## config.mk

```make
export PLATFORM = sky130hd
export DESIGN_NAME = lpen_port
export DESIGN_NICKNAME = d
export VERILOG_FILES = /design/src/rtl/lp_pkg.sv /design/src/rtl/lp_ctl_reg.sv /design/src/rtl/lp_sync.sv /design/src/rtl/lp_capture.sv /design/src/rtl/lp_readmux.sv /design/src/rtl/lpen_port.sv
export SDC_FILE = /design/constraint.sdc
export NUM_CORES = 1
export LEC_CHECK = 0
export BUFFER_PORTS_ARGS = -buffer_cell sky130_fd_sc_hd__buf_4
export CORE_MARGIN = 3
export CORE_UTILIZATION = 45
export DETAILED_ROUTE_END_ITERATION = 10
export PLACE_DENSITY = 0.72
export SLEW_MARGIN = 20
export SYNTH_ARGS = -nofsm -noshare
export SYNTH_HDL_FRONTEND = slang
export SYNTH_HIERARCHICAL = 1
export SYNTH_SLANG_ARGS = --single-unit
```

## constraint.sdc

```tcl
create_clock -name clk -period 1.82 [get_ports clk]
set_clock_uncertainty 0.05 [all_clocks]
set_input_delay 0.091 -clock clk [delete_from_list [all_inputs] [get_ports clk]]
set_output_delay 0.091 -clock clk [all_outputs]
set_load 0.03 [all_outputs]
```

## src/rtl/lp_pkg.sv

```systemverilog
package lp_pkg;

   // Control byte, bit 7 down to bit 0
   typedef struct packed {
      logic led_n;
      logic board_en;
      logic overlay_en;
      logic invert_n;
      logic gfx_en;
      logic fill_white_n;
      logic sel_hi;
      logic sel_lo;
   } lp_ctl_t;

   typedef enum logic [1:0] {
      RD_LINE  = 2'b00,
      RD_DOT   = 2'b01,
      RD_STAT0 = 2'b10,
      RD_STAT1 = 2'b11
   } lp_rdsel_e;

   localparam int unsigned LP_DATA_W = 8;
   localparam int unsigned LP_STAT_W = 4;

endpackage

```

## src/rtl/lp_ctl_reg.sv

```systemverilog
module lp_ctl_reg
   import lp_pkg::*;
#(
   parameter logic [7:0] RESET_VAL = 8'hFF
) (
   input  logic        clk,
   input  logic        rst_n,
   input  logic        we,
   input  logic [7:0]  wdata,
   output lp_ctl_t     ctl_q
);

   always_ff @(posedge clk or negedge rst_n) begin
      if (!rst_n) begin
         ctl_q <= lp_ctl_t'(RESET_VAL);
      end else if (we) begin
         ctl_q <= lp_ctl_t'(wdata);
      end
   end

endmodule

```

## src/rtl/lp_sync.sv

```systemverilog
module lp_sync #(
   parameter int unsigned STAGES = 2
) (
   input  logic clk,
   input  logic rst_n,
   input  logic d,
   output logic q
);

   logic [STAGES-1:0] chain_q;

   generate
      if (STAGES == 1) begin : g_single
         always_ff @(posedge clk or negedge rst_n) begin
            if (!rst_n) chain_q <= '0;
            else        chain_q <= d;
         end
      end else begin : g_multi
         always_ff @(posedge clk or negedge rst_n) begin
            if (!rst_n) chain_q <= '0;
            else        chain_q <= {chain_q[STAGES-2:0], d};
         end
      end
   endgenerate

   assign q = chain_q[STAGES-1];

endmodule

```

## src/rtl/lp_capture.sv

```systemverilog
module lp_capture #(
   parameter int unsigned LINE_W = 8,
   parameter int unsigned DOT_W  = 8
) (
   input  logic              clk,
   input  logic              rst_n,
   input  logic              light_s,
   input  logic              arm,
   input  logic [LINE_W-1:0] line_cnt,
   input  logic [DOT_W-1:0]  dot_cnt,
   output logic              hit_q,
   output logic [LINE_W-1:0] cap_line_q,
   output logic [DOT_W-1:0]  cap_dot_q
);

   logic light_d_q;
   logic light_rise;

   assign light_rise = light_s & ~light_d_q;

   always_ff @(posedge clk or negedge rst_n) begin
      if (!rst_n) begin
         light_d_q  <= 1'b0;
         hit_q      <= 1'b0;
         cap_line_q <= '0;
         cap_dot_q  <= '0;
      end else begin
         light_d_q <= light_s;
         if (!arm) begin
            hit_q <= 1'b0;
         end else if (light_rise && !hit_q) begin
            hit_q      <= 1'b1;
            cap_line_q <= line_cnt;
            cap_dot_q  <= dot_cnt;
         end
      end
   end

endmodule

```

## src/rtl/lp_readmux.sv

```systemverilog
module lp_readmux
   import lp_pkg::*;
#(
   parameter int unsigned LINE_W = 8,
   parameter int unsigned DOT_W  = 8
) (
   input  lp_rdsel_e         sel,
   input  logic [LINE_W-1:0] cap_line,
   input  logic [DOT_W-1:0]  cap_dot,
   input  logic              hit,
   input  logic              vretrace,
   input  logic              hretrace,
   input  logic              button_n,
   output logic [7:0]        rd_data
);

   logic [7:0] line_ext;
   logic [7:0] dot_ext;
   logic [7:0] stat_word;

   generate
      if (LINE_W == LP_DATA_W) begin : g_line_full
         assign line_ext = cap_line;
      end else begin : g_line_pad
         assign line_ext = {{(LP_DATA_W-LINE_W){1'b0}}, cap_line};
      end
      if (DOT_W == LP_DATA_W) begin : g_dot_full
         assign dot_ext = cap_dot;
      end else begin : g_dot_pad
         assign dot_ext = {{(LP_DATA_W-DOT_W){1'b0}}, cap_dot};
      end
   endgenerate

   assign stat_word = {hit, vretrace, hretrace, button_n, {LP_STAT_W{1'b0}}};

   always_comb begin
      unique case (sel)
         RD_LINE: rd_data = line_ext;
         RD_DOT:  rd_data = dot_ext;
         default: rd_data = stat_word;
      endcase
   end

endmodule

```

## src/rtl/lpen_port.sv

```systemverilog
module lpen_port
   import lp_pkg::*;
#(
   parameter int unsigned LINE_W      = 8,
   parameter int unsigned DOT_W       = 8,
   parameter int unsigned SYNC_STAGES = 2,
   parameter logic [7:0]  CTL_RESET   = 8'hFF
) (
   input  logic              clk,
   input  logic              rst_n,
   input  logic              ctl_we,
   input  logic [7:0]        ctl_wdata,
   output logic [7:0]        rd_data,
   input  logic              pen_light,
   input  logic              pen_button_n,
   input  logic [LINE_W-1:0] line_cnt,
   input  logic [DOT_W-1:0]  dot_cnt,
   input  logic              vretrace,
   input  logic              hretrace,
   output logic              led_n,
   output logic              board_en,
   output logic              overlay_en,
   output logic              invert_n,
   output logic              gfx_en,
   output logic              fill_white_n,
   output logic              blank_n
);

   generate
      if (LINE_W < 1 || LINE_W > LP_DATA_W) begin : g_bad_line
         $error("lpen_port: LINE_W must be 1..8");
      end
      if (DOT_W < 1 || DOT_W > LP_DATA_W) begin : g_bad_dot
         $error("lpen_port: DOT_W must be 1..8");
      end
      if (SYNC_STAGES < 1) begin : g_bad_sync
         $error("lpen_port: SYNC_STAGES must be at least 1");
      end
   endgenerate

   lp_ctl_t           ctl_q;
   logic              light_s;
   logic              hit_q;
   logic [LINE_W-1:0] cap_line_q;
   logic [DOT_W-1:0]  cap_dot_q;
   lp_rdsel_e         rd_sel;

   lp_ctl_reg #(.RESET_VAL(CTL_RESET)) u_ctl (
      .clk   (clk),
      .rst_n (rst_n),
      .we    (ctl_we),
      .wdata (ctl_wdata),
      .ctl_q (ctl_q)
   );

   lp_sync #(.STAGES(SYNC_STAGES)) u_sync (
      .clk   (clk),
      .rst_n (rst_n),
      .d     (pen_light),
      .q     (light_s)
   );

   lp_capture #(.LINE_W(LINE_W), .DOT_W(DOT_W)) u_cap (
      .clk        (clk),
      .rst_n      (rst_n),
      .light_s    (light_s),
      .arm        (ctl_q.sel_lo),
      .line_cnt   (line_cnt),
      .dot_cnt    (dot_cnt),
      .hit_q      (hit_q),
      .cap_line_q (cap_line_q),
      .cap_dot_q  (cap_dot_q)
   );

   assign rd_sel = lp_rdsel_e'({ctl_q.sel_hi, ctl_q.sel_lo});

   lp_readmux #(.LINE_W(LINE_W), .DOT_W(DOT_W)) u_mux (
      .sel      (rd_sel),
      .cap_line (cap_line_q),
      .cap_dot  (cap_dot_q),
      .hit      (hit_q),
      .vretrace (vretrace),
      .hretrace (hretrace),
      .button_n (pen_button_n),
      .rd_data  (rd_data)
   );

   assign led_n        = ctl_q.led_n;
   assign board_en     = ctl_q.board_en;
   assign overlay_en   = ctl_q.overlay_en;
   assign invert_n     = ctl_q.invert_n;
   assign gfx_en       = ctl_q.gfx_en;
   assign fill_white_n = ctl_q.fill_white_n;
   assign blank_n      = ctl_q.sel_lo | ~ctl_q.fill_white_n;

endmodule

```

==> key figures <==
Floorplan
  • Initial Util: 49.0%
  • Die W: 59.1 um
  • Row count: 18
  • Number of I/O pins: 46
  • Die Area: 0.00350 mm^2
  • CORE AREA: 0.00259 mm^2
  • Die height: just under 60 um

Yosys
  • Post-Synth Simple-Gate Area: 4.33%
  • Post-synth top cells: dfrtp_1 (20), mux2_4 (18), dfstp_2 (8), mux2i_1 (8), mux2_2 (6)
  • Mapped Area: ~0.0013 mm^2
  • Top post-synthesis cells by area: dfrtp_1 (39%), mux2_4 (21%), dfstp_2 (17%), mux2i_1 (6.3%), mux2_2 (5.3%)
  • Post-synthesis compound-gate area fraction: 2.17%
  • Largest family of logic cells by synthesized area: multiplexers
  • Register area share after synthesis: a little under three fifths
  • Mux cell area share after synthesis: 32.9%
  • Synthesis warning total: 6
  • EDFF count, synth: 0
  • Xor and xnor area share after synthesis: 0%
  • Synth Flop Type: dfrtp_1
  • Adder-cell area share of the yosys netlist: 0%
  • Area leader, netlist: dfrtp_1
  • Synthesized area per cell: approximately 16 um^2
  • Syn Inst Count: 81
  • Fraction of registers with async set/reset: 100%
  • Top cell type's share of synthesized area: 39.4%
  • Most frequent cell after synthesis: dfrtp_1
  • Unique masters post-synth: 15
  • Syn_nets: 112
  • Register bit count reported by yosys: 28

Setup path
  • Critical path launch point: u_ctl/ctl_q[0]
  • CP startpoint kind: register
  • CP arrival: 1.57 ns
  • WP buf/inv: 2
  • CP max stage delay: roughly 0.55 ns
  • Reg2Reg Setup Slack: between 0.3 and 0.4 ns
  • Worst r2r src: u_ctl/ctl_q[0]
  • CP Max Fanout: 11
  • CP Cell Sequence: buf_4 > mux2i_1 > o21ai_1 > buf_4
  • Critical path depth in cells: 4
  • CP delay by family, top: flip-flops
  • R2R depth: 3
  • Crit path required time: 1.68 ns
  • CP endpoint kind: output port
  • CP max stage cell: dfstp_2
  • Most used cell, CP: buf_4
  • Critical path endpoint: rd_data[6]
  • Crit Path Category: register to output port
  • Reg-to-Reg End: u_cap/cap_line_q[1]

STA
  • Fin Setup TNS: 0 ns
  • Slew @ Worst Pin: around 0.35 ns
  • Final Worst Setup Slack: roughly 0.11 ns
  • Final Hold Vio Count: 0
  • Max_slew headroom: 76.7%
  • RSZ-0062 raised after global routing: false
  • Final Max Tran Viols: 0
  • Tmin final: 1.71 ns
  • Final setup viols: 0
  • Period utilization: 94.2%
  • Max Clock Freq: 583 MHz

Finish
  • Final Util: 73.2%
  • # fillers: around 180
  • Layout Cells excl Fill: 184
  • Layout cells sized above 1: 53.9%
  • N_diodes: 0
  • Net count, final: 186
  • Footprint of the multi-input gates: 500 um^2
  • Register Area: 711 um^2
  • Area grow syn2layout: 49.3%

Placed design
  • # port buffers: 45
  • Post-place setup slack: approximately 0.34 ns
  • Dpl cells: 154
  • Dpl hpwl: around 1.7 mm
  • Final Wtd Congestion: ~0.7

Worst hold path
  • Hold depth: 2
  • Min-delay worst type: input port to register

Run
  • Max Cap Violations: 0

Clock network
  • Post-CTS Setup Repair Bufs: 0
  • Clk_lat worst skew: 0.32 ns
  • Num CTS Buffers: 3
  • CTS Sinks: 28
  • H-tree Lvls: 1
  • CTS tree: yes
  • Clock buffer depth: 2
  • Clock Tree Root: clkbuf_4
  • CTS clk-pin slew, worst paths: 0.14 ns

GRT
  • First-pass GRT wire length: 4.62 mm
  • GR Util All Layers: around 18%
  • Grt ovf: 0
  • Vias in the first global route: 977
  • Largest net degree at the start of global routing: 29
  • Initial antenna violation count: 0

Route
  • Final ANT Viol Nets: 0
  • Post-Route WL: around 2.8 mm
  • Drt initial violations: 19
  • Remaining DRCs: 0
  • DR WL/cell: roughly 15 um
  • Vias: 886
  • Total iterations of the first detailed-routing run: 2
  • Via density per instance: 4.82

Power
  • Peak supply drop: 0.000718 V
  • Pleak: between 0.9 and 1 nW
  • Pwr/cell area: 878 mW/mm^2

Status
  • Outcome: completed
==> metrics by stage <==
stage | instance area, um^2 | total power (W) | hold slack, ns
6_report | 1900 | 0.00166 | 0.0886
5_1_grt | 1900 | 0.00177 | 0.0596
4_1_cts | 1900 | 0.00168 | 0.0788
3_5_place_dp | 1610 | 0.00138 | -0.0245
3_3_place_gp | 1610 | 0.00136 | -0.0273
2_1_floorplan | 1270 | 0.00120 | -0.255
==> registers in the layout (all words and copies together) (netlist names) <==
| signal | cells |
|---|---|
| u_cap/cap_line_q | 8 |
| u_cap/light_d_q | 1 |
| u_sync/chain_q | 2 |
| u_cap/hit_q | 1 |
| u_cap/cap_dot_q | 8 |
| u_ctl/ctl_q | 8 |
==> power by group <==
part | switching (W) | leakage [nW] | internal, W | total (W)
Combinational | 0.000253 | 0.581 | 0.000329 | 0.000582
Sequential | 0.0000740 | 0.322 | 0.000758 | 0.000832
Clock | 0.000170 | 0.0154 | 0.0000802 | 0.000250
==> final cells by class <==
| type | instances | area share [%] |
|---|---|---|
| clock inverter | 1 | 0.198 |
| clock buffer | 3 | 1.19 |
| sequential | 28 | 37.5 |
| timing repair buffer | 74 | 32.7 |
| multi-input combinational | 48 | 26.4 |
| tap | 30 | 1.98 |
==> cells in the final DEF, fill, tap and decap left out <==
| cell | n |
|---|---|
| and4bb_1 | 1 |
| buf_4 | 48 |
| clkbuf_4 | 3 |
| clkinv_1 | 1 |
| dfrtp_1 | 20 |
| dfstp_2 | 8 |
| dlygate4sd3_1 | 26 |
| mux2_2 | 6 |
| mux2_4 | 18 |
| mux2i_1 | 8 |
| nand2_1 | 4 |
| nand2b_1 | 1 |
| nor2_1 | 4 |
| nor2b_1 | 1 |
| o21a_1 | 1 |
| o21ai_1 | 4 |
==> layer usage <==
layer	track usage, %	part of all wire, %	up-vias
met5	0	0	-
met1	22.3	43	439
li1	-	-	424
met2	31.5	53	23
met3	2.61	4.1	0
met4	3.88	0	0
==> worst min path at each step <==
| stage | to | start | slack, ns |
|---|---|---|---|
| finish | u_ctl/ctl_q[0] | ctl_we | 0.09 |
| detailed placement | u_cap/cap_dot_q[0] | rst_n | -0.02 |
| global route | u_ctl/ctl_q[5] | ctl_we | 0.06 |
| floorplan | u_cap/cap_dot_q[0] | rst_n | -0.25 |
| CTS | u_ctl/ctl_q[0] | ctl_we | 0.08 |
| global placement | u_cap/cap_dot_q[0] | rst_n | -0.03 |
==> logic make-up (layout without fill, tap and decap cells) <==
group           after synthesis  count (layout)
simple gates                 11              11
mux                          32              32
buf+inv                       5              78
compound gates                5               5
flops                        28              28
==> what timing repair did <==
item	CTS	global route
endpoints found under the hold margin	53	0
hold buffers	26	0
resized for setup	0	0
No activity file was read; power rests on OpenSTA's default activity.
